===== src/rtl/exc_pkg.sv =====
package exc_pkg;

  typedef enum logic [3:0] {
    EXC_NONE  = 4'd0,
    EXC_NMI   = 4'd1,
    EXC_INT   = 4'd2,
    EXC_SLAVE = 4'd3,
    EXC_ILL   = 4'd4,
    EXC_SVC   = 4'd5,
    EXC_DVZ   = 4'd6,
    EXC_FLG   = 4'd7,
    EXC_BPT   = 4'd8,
    EXC_TRC   = 4'd9,
    EXC_UND   = 4'd10
  } excCode_e;

  localparam int NUM_TRAPS = 7;
  localparam int TRAP_ILL_BIT = 1;
  localparam int TRAP_FLG_BIT = 4;

  // Strobes from control to datapath
  typedef struct packed {
    logic     load;      // register an exception
    logic     done;      // instruction completed cleanly
    logic     ackCycle;  // acknowledge bus cycle wanted
    logic     nmiSel;    // acknowledge belongs to the non-maskable source
    excCode_e code;
  } selStb_t;

  function automatic excCode_e trapCodeOf(input int idx);
    case (idx)
      0:       return EXC_SLAVE;
      1:       return EXC_ILL;
      2:       return EXC_SVC;
      3:       return EXC_DVZ;
      4:       return EXC_FLG;
      5:       return EXC_BPT;
      default: return EXC_UND;
    endcase
  endfunction

endpackage


===== src/rtl/exc_nmi_edge.sv =====
module exc_nmi_edge #(
  parameter int SYNC_STAGES = 2   // must be at least 2
) (
  input  logic clk,
  input  logic rstN,
  input  logic pinN,
  input  logic ackDone,
  output logic pending
);
  logic [SYNC_STAGES-1:0] syncQ;
  logic prevQ;
  logic fallSeen;

  assign fallSeen = prevQ & ~syncQ[SYNC_STAGES-1];

  always_ff @(posedge clk or negedge rstN) begin
    if (!rstN) begin
      syncQ   <= '1;
      prevQ   <= 1'b1;
      pending <= 1'b0;
    end else begin
      syncQ   <= {syncQ[SYNC_STAGES-2:0], pinN};
      prevQ   <= syncQ[SYNC_STAGES-1];
      pending <= fallSeen | (pending & ~ackDone);
    end
  end
endmodule


===== src/rtl/exc_ctrl.sv =====
module exc_ctrl
  import exc_pkg::*;
(
  input  logic                 bndryStb,
  input  logic                 endStb,
  input  logic                 interruptible,
  input  logic                 nmiPend,
  input  logic                 intReq,
  input  logic                 intEn,
  input  logic                 traceFlag,
  input  logic [NUM_TRAPS-1:0] trapStb,
  input  logic                 userMode,
  input  logic                 flagBit,
  output selStb_t              sel
);
  logic [NUM_TRAPS-1:0] qualTrap;
  logic                 anyTrap;
  logic                 anyInt;
  excCode_e             trapCode;

  // qualify the strobes that depend on status bits
  always_comb begin
    qualTrap = trapStb;
    qualTrap[TRAP_ILL_BIT] = trapStb[TRAP_ILL_BIT] & userMode;
    qualTrap[TRAP_FLG_BIT] = trapStb[TRAP_FLG_BIT] & flagBit;
  end

  assign anyTrap = |qualTrap;
  assign anyInt  = nmiPend | (intReq & intEn);

  // lowest-numbered qualified strobe wins
  always_comb begin
    trapCode = EXC_UND;
    for (int i = NUM_TRAPS - 1; i >= 0; i--) begin
      if (qualTrap[i]) trapCode = trapCodeOf(i);
    end
  end

  always_comb begin
    sel          = '0;
    sel.code     = EXC_NONE;
    if (endStb) begin
      if (anyTrap) begin
        sel.load = 1'b1;
        sel.code = trapCode;
      end else if (interruptible && anyInt) begin
        sel.load     = 1'b1;
        sel.ackCycle = 1'b1;
        sel.nmiSel   = nmiPend;
        sel.code     = nmiPend ? EXC_NMI : EXC_INT;
      end else begin
        sel.done = 1'b1;
      end
    end else if (bndryStb) begin
      if (anyInt) begin
        sel.load     = 1'b1;
        sel.ackCycle = 1'b1;
        sel.nmiSel   = nmiPend;
        sel.code     = nmiPend ? EXC_NMI : EXC_INT;
      end else if (traceFlag) begin
        sel.load = 1'b1;
        sel.code = EXC_TRC;
      end
    end
  end
endmodule


===== src/rtl/exc_dp.sv =====
module exc_dp
  import exc_pkg::*;
#(
  parameter int              VEC_W      = 8,
  parameter int              ADDR_W     = 24,
  parameter logic [ADDR_W-1:0] NMI_ADDR = 24'hFFFF00,
  parameter logic [ADDR_W-1:0] INT_ADDR = 24'hFFFE00,
  parameter int              NMI_VECTOR = 1
) (
  input  logic              clk,
  input  logic              rstN,
  input  selStb_t           sel,
  input  logic [VEC_W-1:0]  busVector,
  output logic              excValid,
  output logic [3:0]        excCode,
  output logic [VEC_W-1:0]  vecNum,
  output logic              retNext,
  output logic              iackReq,
  output logic [ADDR_W-1:0] iackAddr,
  output logic              instrDone
);
  logic [VEC_W-1:0]  vecD;
  logic [ADDR_W-1:0] addrD;

  always_comb begin
    case (sel.code)
      EXC_NONE: vecD = '0;
      EXC_NMI:  vecD = VEC_W'(NMI_VECTOR);
      EXC_INT:  vecD = busVector;
      default:  vecD = VEC_W'(sel.code);
    endcase
  end

  assign addrD = sel.ackCycle ? (sel.nmiSel ? NMI_ADDR : INT_ADDR) : '0;

  always_ff @(posedge clk or negedge rstN) begin
    if (!rstN) begin
      excValid  <= 1'b0;
      excCode   <= '0;
      vecNum    <= '0;
      retNext   <= 1'b0;
      iackReq   <= 1'b0;
      iackAddr  <= '0;
      instrDone <= 1'b0;
    end else begin
      excValid  <= sel.load;
      excCode   <= sel.load ? sel.code : EXC_NONE;
      vecNum    <= sel.load ? vecD : '0;
      retNext   <= sel.load && (sel.code == EXC_TRC);
      iackReq   <= sel.load && sel.ackCycle;
      iackAddr  <= sel.load ? addrD : '0;
      instrDone <= sel.done;
    end
  end
endmodule


===== src/rtl/exc_sequencer.sv =====
module exc_sequencer
  import exc_pkg::*;
#(
  parameter int                VEC_W       = 8,
  parameter int                ADDR_W      = 24,
  parameter int                SYNC_STAGES = 2,
  parameter logic [ADDR_W-1:0] NMI_ADDR    = 24'hFFFF00,
  parameter logic [ADDR_W-1:0] INT_ADDR    = 24'hFFFE00
) (
  input  logic              clk,
  input  logic              rstN,
  input  logic              nmiPinN,
  input  logic              iackDone,
  input  logic              intReq,
  input  logic              intEn,
  input  logic              traceFlag,
  input  logic              bndryStb,
  input  logic              endStb,
  input  logic              interruptible,
  input  logic [6:0]        trapStb,
  input  logic              userMode,
  input  logic              flagBit,
  input  logic [VEC_W-1:0]  busVector,
  output logic              excValid,
  output logic [3:0]        excCode,
  output logic [VEC_W-1:0]  vecNum,
  output logic              retNext,
  output logic              iackReq,
  output logic [ADDR_W-1:0] iackAddr,
  output logic              instrDone
);
  logic    nmiPend;
  selStb_t sel;

  exc_nmi_edge #(.SYNC_STAGES(SYNC_STAGES)) u_nmi (
    .clk(clk), .rstN(rstN), .pinN(nmiPinN), .ackDone(iackDone), .pending(nmiPend)
  );

  exc_ctrl u_ctrl (
    .bndryStb(bndryStb), .endStb(endStb), .interruptible(interruptible),
    .nmiPend(nmiPend), .intReq(intReq), .intEn(intEn), .traceFlag(traceFlag),
    .trapStb(trapStb), .userMode(userMode), .flagBit(flagBit), .sel(sel)
  );

  exc_dp #(
    .VEC_W(VEC_W), .ADDR_W(ADDR_W), .NMI_ADDR(NMI_ADDR), .INT_ADDR(INT_ADDR), .NMI_VECTOR(1)
  ) u_dp (
    .clk(clk), .rstN(rstN), .sel(sel), .busVector(busVector),
    .excValid(excValid), .excCode(excCode), .vecNum(vecNum), .retNext(retNext),
    .iackReq(iackReq), .iackAddr(iackAddr), .instrDone(instrDone)
  );
endmodule


===== config.mk =====
export PLATFORM = sky130hd
export DESIGN_NAME = exc_sequencer
export DESIGN_NICKNAME = d
export VERILOG_FILES = /design/src/rtl/exc_pkg.sv /design/src/rtl/exc_nmi_edge.sv /design/src/rtl/exc_ctrl.sv /design/src/rtl/exc_dp.sv /design/src/rtl/exc_sequencer.sv
export SDC_FILE = /design/constraint.sdc
export NUM_CORES = 1
export LEC_CHECK = 0
export BUFFER_PORTS_ARGS = -buffer_cell sky130_fd_sc_hd__buf_2
export CORE_ASPECT_RATIO = 1.4
export CORE_MARGIN = 5
export CORE_UTILIZATION = 41
export DETAILED_ROUTE_END_ITERATION = 10
export HOLD_SLACK_MARGIN = 0.03
export PLACE_DENSITY = 0.85
export SYNTH_ARGS = -nofsm -noshare
export SYNTH_HDL_FRONTEND = slang
export SYNTH_SLANG_ARGS = --single-unit

===== constraint.sdc =====
create_clock -name clk -period 1.65 [get_ports clk]
set_input_delay 0.0825 -clock clk [delete_from_list [all_inputs] [get_ports clk]]
set_output_delay 0.0825 -clock clk [all_outputs]
set_load 0.005 [all_outputs]

==> Yosys cells after proc, flatten, opt, wreduce, memory -nomap -nowiden <==
Index checks and enable logic that the tools add are counted.
{ "classes": {"bitwise_logic": 9, "reduce_logical": 5, "n_mux": 29, "n_eq_ne": 3} }
{ "ops": {"columns": ["op", "count"], "rows": [
  ["$mux W24", 2],
  ["$mux W4", 9],
  ["$pmux W8 S3", 1],
  ["$mux W6", 3],
  ["$mux W9", 1],
  ["$mux W1", 8],
  ["$mux W8", 1],
  ["$reduce_or A7 Y1", 1],
  ["$mux W2", 3],
  ["$and A1 B1 Y1", 5],
  ["$eq A4 B1 Y1 const B", 1],
  ["$eq A4 B2 Y1 const B", 1],
  ["$eq A4 B4 Y1 const B", 1],
  ["$logic_not A4 Y1", 1],
  ["$logic_and A1 B1 Y1", 3],
  ["$mux W3", 1],
  ["$not A1 Y1", 2],
  ["$or A1 B1 Y1", 2]
]} }
{ "word_totals": {"register_bits": 44, "input_bits": 27, "word_cells": 56} }

==> Depth between registers and ports, before layout <==
Gate-level depths: netlist of run 1.
{ "depth": {"depth_word": 11, "depth_mapped": 5, "mapped_depth_nobuf": 5} }

==> By module <==
From an unflattened synthesis of run 1, not the netlist that was laid out.
{ "hier_totals": {"hier_cells": 100, "hier_area_um2": 1121.1} }
{ "modules_own_cells": {"columns": ["module", "n_inst", "area_each_um2", "cells_each"], "rows": [
  ["exc_dp", 1, 824.5, 64],
  ["exc_ctrl", 1, 172.7, 29],
  ["exc_nmi_edge", 1, 123.9, 7]
]} }

==> Least setup slack after synthesis of run 1 <==
Ideal clock, no wire load.
{ "synth_timing": {"path_kind": "in2reg", "start": "input port trapStb[6]", "end": "register u_dp.vecNum[2]", "cell_stages": 4, "required_ns": 1.530, "setup_ns": 0.120, "slack_ns": 0.090, "n_path_buf": 0, "t_arrival_ns": 1.439, "cell_sequence": "or3_4 > or4_1 > a22o_2 > a41o_1"} }
{ "synth_via": {"elab_chain_cells": 6} }
{ "synth_rtl": {"columns": ["item", "line", "text"], "rows": [
  ["start, declared", "exc_sequencer.sv:20", "input logic [6:0] trapStb,"],
  ["$reduce_or A7 Y1 *", "exc_ctrl.sv:28", "assign anyTrap = |qualTrap;"],
  ["$mux W4", "exc_ctrl.sv:43", "if (anyTrap) begin"],
  ["$mux W6", "exc_ctrl.sv:42", "if (endStb) begin"],
  ["$eq A4 B2 Y1, or another cell as far along", "exc_dp.sv:26", "case (sel.code)"],
  ["$pmux W8 S3", "exc_dp.sv:26", null],
  ["$mux W8 *", "exc_dp.sv:48", "vecNum <= sel.load ? vecD : '0;"],
  ["end signal, assigned", "exc_dp.sv:48", null],
  ["end, declared", "exc_dp.sv:16", "output logic [VEC_W-1:0] vecNum,"]
]} }
Mark *: on every way between the ends. The rest lies on a longest branch, timed or not.

==> Final worst setup path of run 1 <==
{ "layout_timing": {"start": "register u_nmi.pending", "end": "register u_dp.vecNum[3]"} }
{ "layout_via": {"elab_chain_cells": 8} }
{ "layout_rtl": {"columns": ["item", "line", "text"], "rows": [
  ["start, declared", "exc_nmi_edge.sv:8", "output logic pending"],
  ["start signal, assigned", "exc_nmi_edge.sv:24", "pending <= fallSeen | (pending & ~ackDone);"],
  ["$or A1 B1 Y1", "exc_ctrl.sv:29", "assign anyInt = nmiPend | (intReq & intEn);"],
  ["$logic_and A1 B1 Y1", "exc_ctrl.sv:46", "end else if (interruptible && anyInt) begin"],
  ["$mux W6", "exc_ctrl.sv:46", null],
  ["$mux W4", "exc_ctrl.sv:43", null],
  ["$mux W6", "exc_ctrl.sv:42", null],
  ["$eq A4 B2 Y1, or another cell as far along", "exc_dp.sv:26", null],
  ["$pmux W8 S3", "exc_dp.sv:26", null],
  ["$mux W8 *", "exc_dp.sv:48", null]
]} }
Marks and branches as above.

==> results of run 1 <==
power groups by stage:
stage / Sequential, µW / Clock [µW] / Combinational, µW
after floorplan: 575 / 0 / 112
after global placement: 570 / 0 / 183
after detailed placement: 571 / 0 / 189
after CTS: 561 / 245 / 204
after global routing: 565 / 262 / 231
final: 560 / 234 / 206
metal layers:
layer  share of wire [%]  wire (µm)
met4                 2.0         47
met1                  37        860
met3                 9.0        208
met5                   0          0
met2                  52       1200
sequential cells by signal, summed over array words and instances, names as in the netlist:
name	count
u_dp.vecNum	8
u_dp.excCode	4
u_nmi.syncQ	2
u_dp.excValid	1
u_dp.iackAddr	1
u_dp.iackReq	1
u_dp.instrDone	1
u_dp.retNext	1
u_nmi.pending	1
u_nmi.prevQ	1
kinds of logic (layout without fill, tap and decap cells):
| group | count (synthesis) | count (layout) | share of synthesized area, % |
|---|---|---|---|
| compound gates | 24 | 24 | 16.8 |
| buf+inv | 28 | 79 | 18.3 |
| flops | 21 | 21 | 50.5 |
| other cells | 1 | 8 | 0.358 |
| simple gates | 23 | 23 | 14.0 |
how the worst min path moves through the flow:
| stage | cells after the start | to | slack, ns |
|---|---|---|---|
| 2_1_floorplan | 0 | u_dp.excCode[0]$_DFF_PN0_ | -0.21 |
| 3_3_place_gp | 1 | u_dp.excCode[1]$_DFF_PN0_ | 0.04 |
| 3_5_place_dp | 1 | u_dp.vecNum[6]$_DFF_PN0_ | 0.05 |
| 4_1_cts | 2 | u_dp.vecNum[5]$_DFF_PN0_ | 0.04 |
| 5_1_grt | 2 | u_dp.vecNum[5]$_DFF_PN0_ | 0.04 |
| 6_report | 2 | u_dp.vecNum[5]$_DFF_PN0_ | 0.05 |
cell type report:
class                      instances  area, µm²
sequential                        21        529
multi-input combinational         55        360
timing repair buffer              70        400
tap                               34       42.5
clock inverter                     1       5.00
inverter                           5       18.8
clock buffer                       3       22.5
fill                             239       1040
repair_timing:
action                                  CTS  global route
endpoints found under the setup margin    0             1
hold buffers                              8             0
hold endpoints to repair                 25             0
resized for setup                         0             1
critical path: cells and delay by family, from the launching register on:
family,cells,cell delay [ns]
AOI/OAI and AO/OA,2,0.53
and+or+nand+nor,2,0.51
DFF,1,0.43
stage by stage:
step / total power (µW) / setup WS [ns] / util [%]
2_1_floorplan: 686 / 0.0904 / -
3_3_place_gp: 753 / -0.0347 / 52.3
3_5_place_dp: 759 / -0.0718 / 52.3
4_1_cts: 1010 / 0.0650 / 56.7
5_1_grt: 1060 / -0.0230 / 57.0
6_report: 1000 / 0.0694 / 57.0
synth_stat cells (2+ instances only):
master,number,share of area [%]
nand2_1,3,1.1
nor2b_1,2,1.2
nand2b_1,3,1.8
a21oi_1,7,3.3
a21boi_0,2,1.4
dfrtp_1,18,43
buf_4,23,16
dfstp_2,3,7.5
a21o_1,2,1.4
and4_1,4,3.3
o21ai_0,2,0.96
nor2_1,3,1.1
inv_1,4,1.4
a41o_1,2,1.9
==> impl_metrics.ini, run 1 <==
[status]
status = finished, final reports clean

[worst_setup_path]
depth_of_the_worst_register_to_register_path = 4
crit_path_end_kind = flop
critical_path.slowest_cell = or4_1
worstPathCellList = nand2_1, or4_1, a22o_4, a41o_1
worst_ep_arrival_time_ns = 1.78
r2r-start = u_nmi.pending$_DFF_PN0_
crit_path_max_incr_delay_ns = 0.44
reg2reg_setup_slack_ns = 0.07
crit-reg2reg-capture = u_dp.vecNum[3]$_DFF_PN0_
timing.critical_path.to = u_dp.vecNum[3]$_DFF_PN0_
critical_path.startpoint = u_nmi.pending$_DFF_PN0_
path_class = reg -> reg
critPathRequiredTime_ns = 1.85
worst-path-max-fanout = 7
critical_path.startpoint_type = flop

[grt]
wire_length_of_the_first_global_routing_pass_mm = 3.64
globalRoute.busiestLayer = met2
first_global_vias = 855
globalRouteOverflowTotal = 0
number_of_antenna_violations_at_the_first_check_in_global_routing = 0
met2_usage_pct = 23.3
grt.met3_usage_pct = 2.58
grt_max_degree = 22
fraction_of_met1_tracks_used_by_global_routing_pct = 13.5
overall_fraction_of_global_route_tracks_in_use_pct = 12.8

[drt]
route.antenna.remaining_nets = 0
detailedRoute.firstIterationViolations = 7
routedWlPerCell_um = 12.3
drc = 0
route.detailed.vias_per_inst = 4.64
dr.pass1.iters = 3
drt-total-wl_mm = 2.32
detailroute.via_count = 877

[final_layout]
final_cell_mix = 58 x buf_2, 18 x dfrtp_1, 8 x conb_1, 8 x dlygate4sd3_1, 7 x a21oi_1
final-instance-count-excl-fill = 189
diodes = 0
post-route-cell-area_um2 = 1380
mostFrequentLayoutCell = buf_2
flow.area_growth_from_synthesis_pct = 31.7
fin_nets = 183
post_route_cells_drive_above_1_share_pct = 47.7

[pwr]
power_switching_uw = 258
combinationalPowerShare_pct = 20.6
total_leakage_power_uw = 0.000788
cell_pwr_density_nw_per_um2 = 726
switch_share_pct = 25.7
internal_power_uw = 743
register_share_of_total_power_pct = 56.0
power.clock.fraction_pct = 23.4
ir_drop_v = 0.000385

[yosys]
synthFlopType = dfrtp_1
synth_seq_cells = 21
avgSynthCellArea_um2 = 10.8
netlist-cell-type-count = 33
synthesis.yosys.warnings = 0
async_flop_share_pct = 100
synth_enable_flop_cells = 0
synth_sequential_area_ratio_pct = 50.5
mappedNetlistArea_um2 = 1050
synthCells = 97

[timing]
report.final.hold_viol_count = 0
final.hold.worst_slack_ns = 0.0454
timing.final.crit_share_pct = 95.8
fmax_mhz = 633
report.final.slew_viol_count = 0
final-setup-viol-count = 0
finalClockSkew_ns = 0.000825
setup_tns_ns = 0
final.min_clock_period_ns = 1.58

[die]
die_w_um = 52.7
num_io_pins = 67
die-height_um = 69.8
core_um2 = 2420
start_util_pct = 43.3
placement_rows = 21
design.die.area_um2 = 3680

[clock_tree]
tritoncts = done
max-clock-path-buffers = 2
clk-insertion-delay-late_ns = 0.29
cts_made_buffers = 3
cts_root_buffer = clkbuf_4
cts.reportedPaths.clkPinSlew_ns = 0.11
clock-sinks = 21
cts_htree_levels = 1
post-cts-setup-buffer-count = 0

[hold_path]
worst_hold_check_path_type = in -> reg
timing.hold.worst.start = busVector[5]

[job]
timing.max_cap.violations = 0

[placed_design]
portBuffers = 58
finalWeightedCongestion = 0.867
post_dp_cell_area_um2 = 1260
dpl.cell_count = 177
detailed_place_hpwl_mm = 1.85
No activity file was read; power rests on OpenSTA's default activity.
==> run 2: changes to the inputs <==
ABC_AREA = 1   (was default)
CORE_UTILIZATION = 43   (was 41)
PLACE_DENSITY = 0.86   (was 0.85)
==> run 2 against run 1 <==
Effect of this change: area after synthesis rose by 8.1%; sequential power rose by 0.7%; critical path type unchanged; design area rose by 4.0%; utilization fell by 1.6 points; count of clock-buffer cells in the layout did not move; sequential cell count did not move; highest routed layer unchanged; synthesized cell count rose by 23%; worst setup slack improved by 0.21 ns.
==> impl_metrics.ini, run 2 <==
[timing]
timing.final.ws_setup_ns = 0.283
final.min_clock_period_ns = 1.37
finalClockSkew_ns = 0.00628
report.final.slew_viol_count = 0
final.hold.worst_slack_ns = 0.0375
fmax_mhz = 732
final-setup-viol-count = 0
setup_tns_ns = 0
report.final.hold_viol_count = 0
grt_setup_unrepaired = false
timing.final.crit_share_pct = 82.8

[clock_tree]
cts_htree_levels = 1
clk-insertion-delay-late_ns = 0.31
cts_root_buffer = clkbuf_4
ctsResizeCount = 0
tritoncts = done
cts_made_buffers = 3
cts.reportedPaths.clkPinSlew_ns = 0.12
max-clock-path-buffers = 2
clock-sinks = 21

[drt]
detailroute.via_count = 905
dr.pass1.iters = 4
route.antenna.remaining_nets = 0
routedWlPerCell_um = 11.2
detailedRoute.firstIterationViolations = 6
drt-total-wl_mm = 2.34
route.detailed.vias_per_inst = 4.33
drc = 0

[yosys]
async_flop_share_pct = 100
post_synth_mux_area_share_pct = 0
netlist-cell-type-count = 24
synth_enable_flop_cells = 0
synthCells = 119
synth_top_area_share_pct = 39.8
synth.top_cells.by_count = 23 x buf_4, 18 x dfrtp_1, 15 x nand2_1
synth_compound_area_share_pct = 6.30
dominant_cell_type_by_area_after_synthesis = dfrtp_1
synth_xor_area_share_pct = 0
post_synth_fa_ha_maj_area_fraction_pct = 0
largest_family_of_logic_cells_by_synthesized_area = simple AND/OR/NAND/NOR gates
yosysMostFrequentCell = buf_4
synth_seq_cells = 21
synthesis.yosys.warnings = 0
synthFlopType = dfrtp_1
mappedNetlistArea_um2 = 1130
synth_sequential_area_ratio_pct = 46.7
yosys-top-cells-area = dfrtp_1 40%, buf_4 15%, dfstp_2 7.0%
avgSynthCellArea_um2 = 9.52
synthSimpleGateAreaFrac_pct = 26.3

[final_layout]
sequential_cell_area_um2 = 529
final-instance-count-excl-fill = 209
largest-register = u_dp.vecNum
final_cell_mix = 58 x buf_2, 18 x dfrtp_1, 15 x nand2_1, 10 x inv_1
flow.area_growth_from_synthesis_pct = 26.6
post_route_cells_drive_above_1_share_pct = 49.7
fin_nets = 201
n_fill_cell = 251
top_regs = u_dp.vecNum: 8 flops, u_dp.excCode: 4 flops, u_nmi.syncQ: 2 flops
diodes = 0
multiInputGateArea_um2 = 399
largest_register_ff_count = 8
mostFrequentLayoutCell = buf_2

[placed_design]
finalWeightedCongestion = 0.774
portBuffers = 58
dpl.cell_count = 196
detailed_place_hpwl_mm = 1.87
post-place-ws_ns = 0.287

[grt]
number_of_antenna_violations_at_the_first_check_in_global_routing = 0
first_global_vias = 836
wire_length_of_the_first_global_routing_pass_mm = 3.59
globalRouteOverflowTotal = 0
grt_max_degree = 22
overall_fraction_of_global_route_tracks_in_use_pct = 12.7

[job]
timing.max_cap.violations = 0

[die]
placement_rows = 22
die-height_um = 70.7
start_util_pct = 43.8
die_w_um = 53.4
design.die.area_um2 = 3770
num_io_pins = 67
core_um2 = 2590

[pwr]
total_leakage_power_uw = 0.000821
register_share_of_total_power_pct = 53.5
power_uw = 1050
switch_share_pct = 28.8
internal_power_uw = 750
cell_pwr_density_nw_per_um2 = 735
power.clock.fraction_pct = 23.5
power_switching_uw = 304
ir_drop_v = 0.000422
combinationalPowerShare_pct = 23.0

[worst_setup_path]
path_class = reg -> reg
crit_path_end_kind = flop
critical_path.startpoint_type = flop
worst_ep_arrival_time_ns = 1.58
critPathRequiredTime_ns = 1.87
worst-path-max-fanout = 6

[status]
status = finished, final reports clean

[hold_path]
worst_hold_check_path_type = in -> reg
run 2: per-layer routing:
metal / up-vias / track usage [%] / wire (µm)
li1: 450 / - / -
met1: 407 / 14.9 / 856
met2: 43 / 21.8 / 1220
met3: 5 / 1.47 / 209
met4: 0 / 6.82 / 51
met5: - / 0 / 0
run 2: final timing paths:
check / endpoint / startpoint / depth (start not counted) / slack [ns]
setup reg to reg: u_dp.vecNum[1]$_DFF_PN0_ / u_nmi.pending$_DFF_PN0_ / 9 / 0.28
min in group asynchronous: u_dp.vecNum[7]$_DFF_PN0_ / rstN / 2 / 0.24
hold reg to reg: u_nmi.syncQ[1]$_DFF_PN1_ / u_nmi.syncQ[0]$_DFF_PN1_ / 0 / 0.37
max in group asynchronous: u_nmi.prevQ$_DFF_PN1_ / rstN / 2 / 1.06
hold / removal: u_dp.excCode[2]$_DFF_PN0_ / trapStb[0] / 2 / 0.04
setup / recovery: u_dp.vecNum[1]$_DFF_PN0_ / u_nmi.pending$_DFF_PN0_ / 9 / 0.28
run 2: cell families after synthesis:
family / Yosys count
DFF: 21
buffers and inverters: 38
and+or+nand+nor: 46
AOI/OAI and AO/OA: 13
other: 1
run 2: what timing repair did:
action	in CTS	in global routing
hold buffers	8	1
buffers inserted	0	0
hold endpoints to repair	25	1
run 2: cell type report:
| type | instances | share of cell area (%) |
|---|---|---|
| clock buffer | 3 | 1.57 |
| clock inverter | 1 | 0.349 |
| inverter | 14 | 3.66 |
| multi-input combinational | 67 | 27.8 |
| sequential | 21 | 36.9 |
| tap | 36 | 3.14 |
| timing repair buffer | 67 | 26.5 |
run 2: stage by stage:
step	instance area, µm²	utilization [%]
after detailed placement	1320	50.9
after global placement	1320	50.9
after floorplan	1160	-
after global routing	1430	55.4
final	1430	55.4
after CTS	1420	55.0
run 2: power groups by stage:
stage                     combinational (µW)  clock [µW]  sequential, µW
after global routing                     270         266             570
after floorplan                          158           0             579
after global placement                   222           0             573
final                                    242         248             564
after detailed placement                 228           0             575
after CTS                                243         251             565
run 2: worst max-delay path, cell delays in order (launching register included):
cell and delay (ns):
dfrtp_1 0.40, inv_2 0.06, nand2_1 0.13, nor2_1 0.06
nand2_1 0.10, nand2_2 0.10, nor2_4 0.16, nand2_4 0.11
o21ai_1 0.12, inv_1 0.05
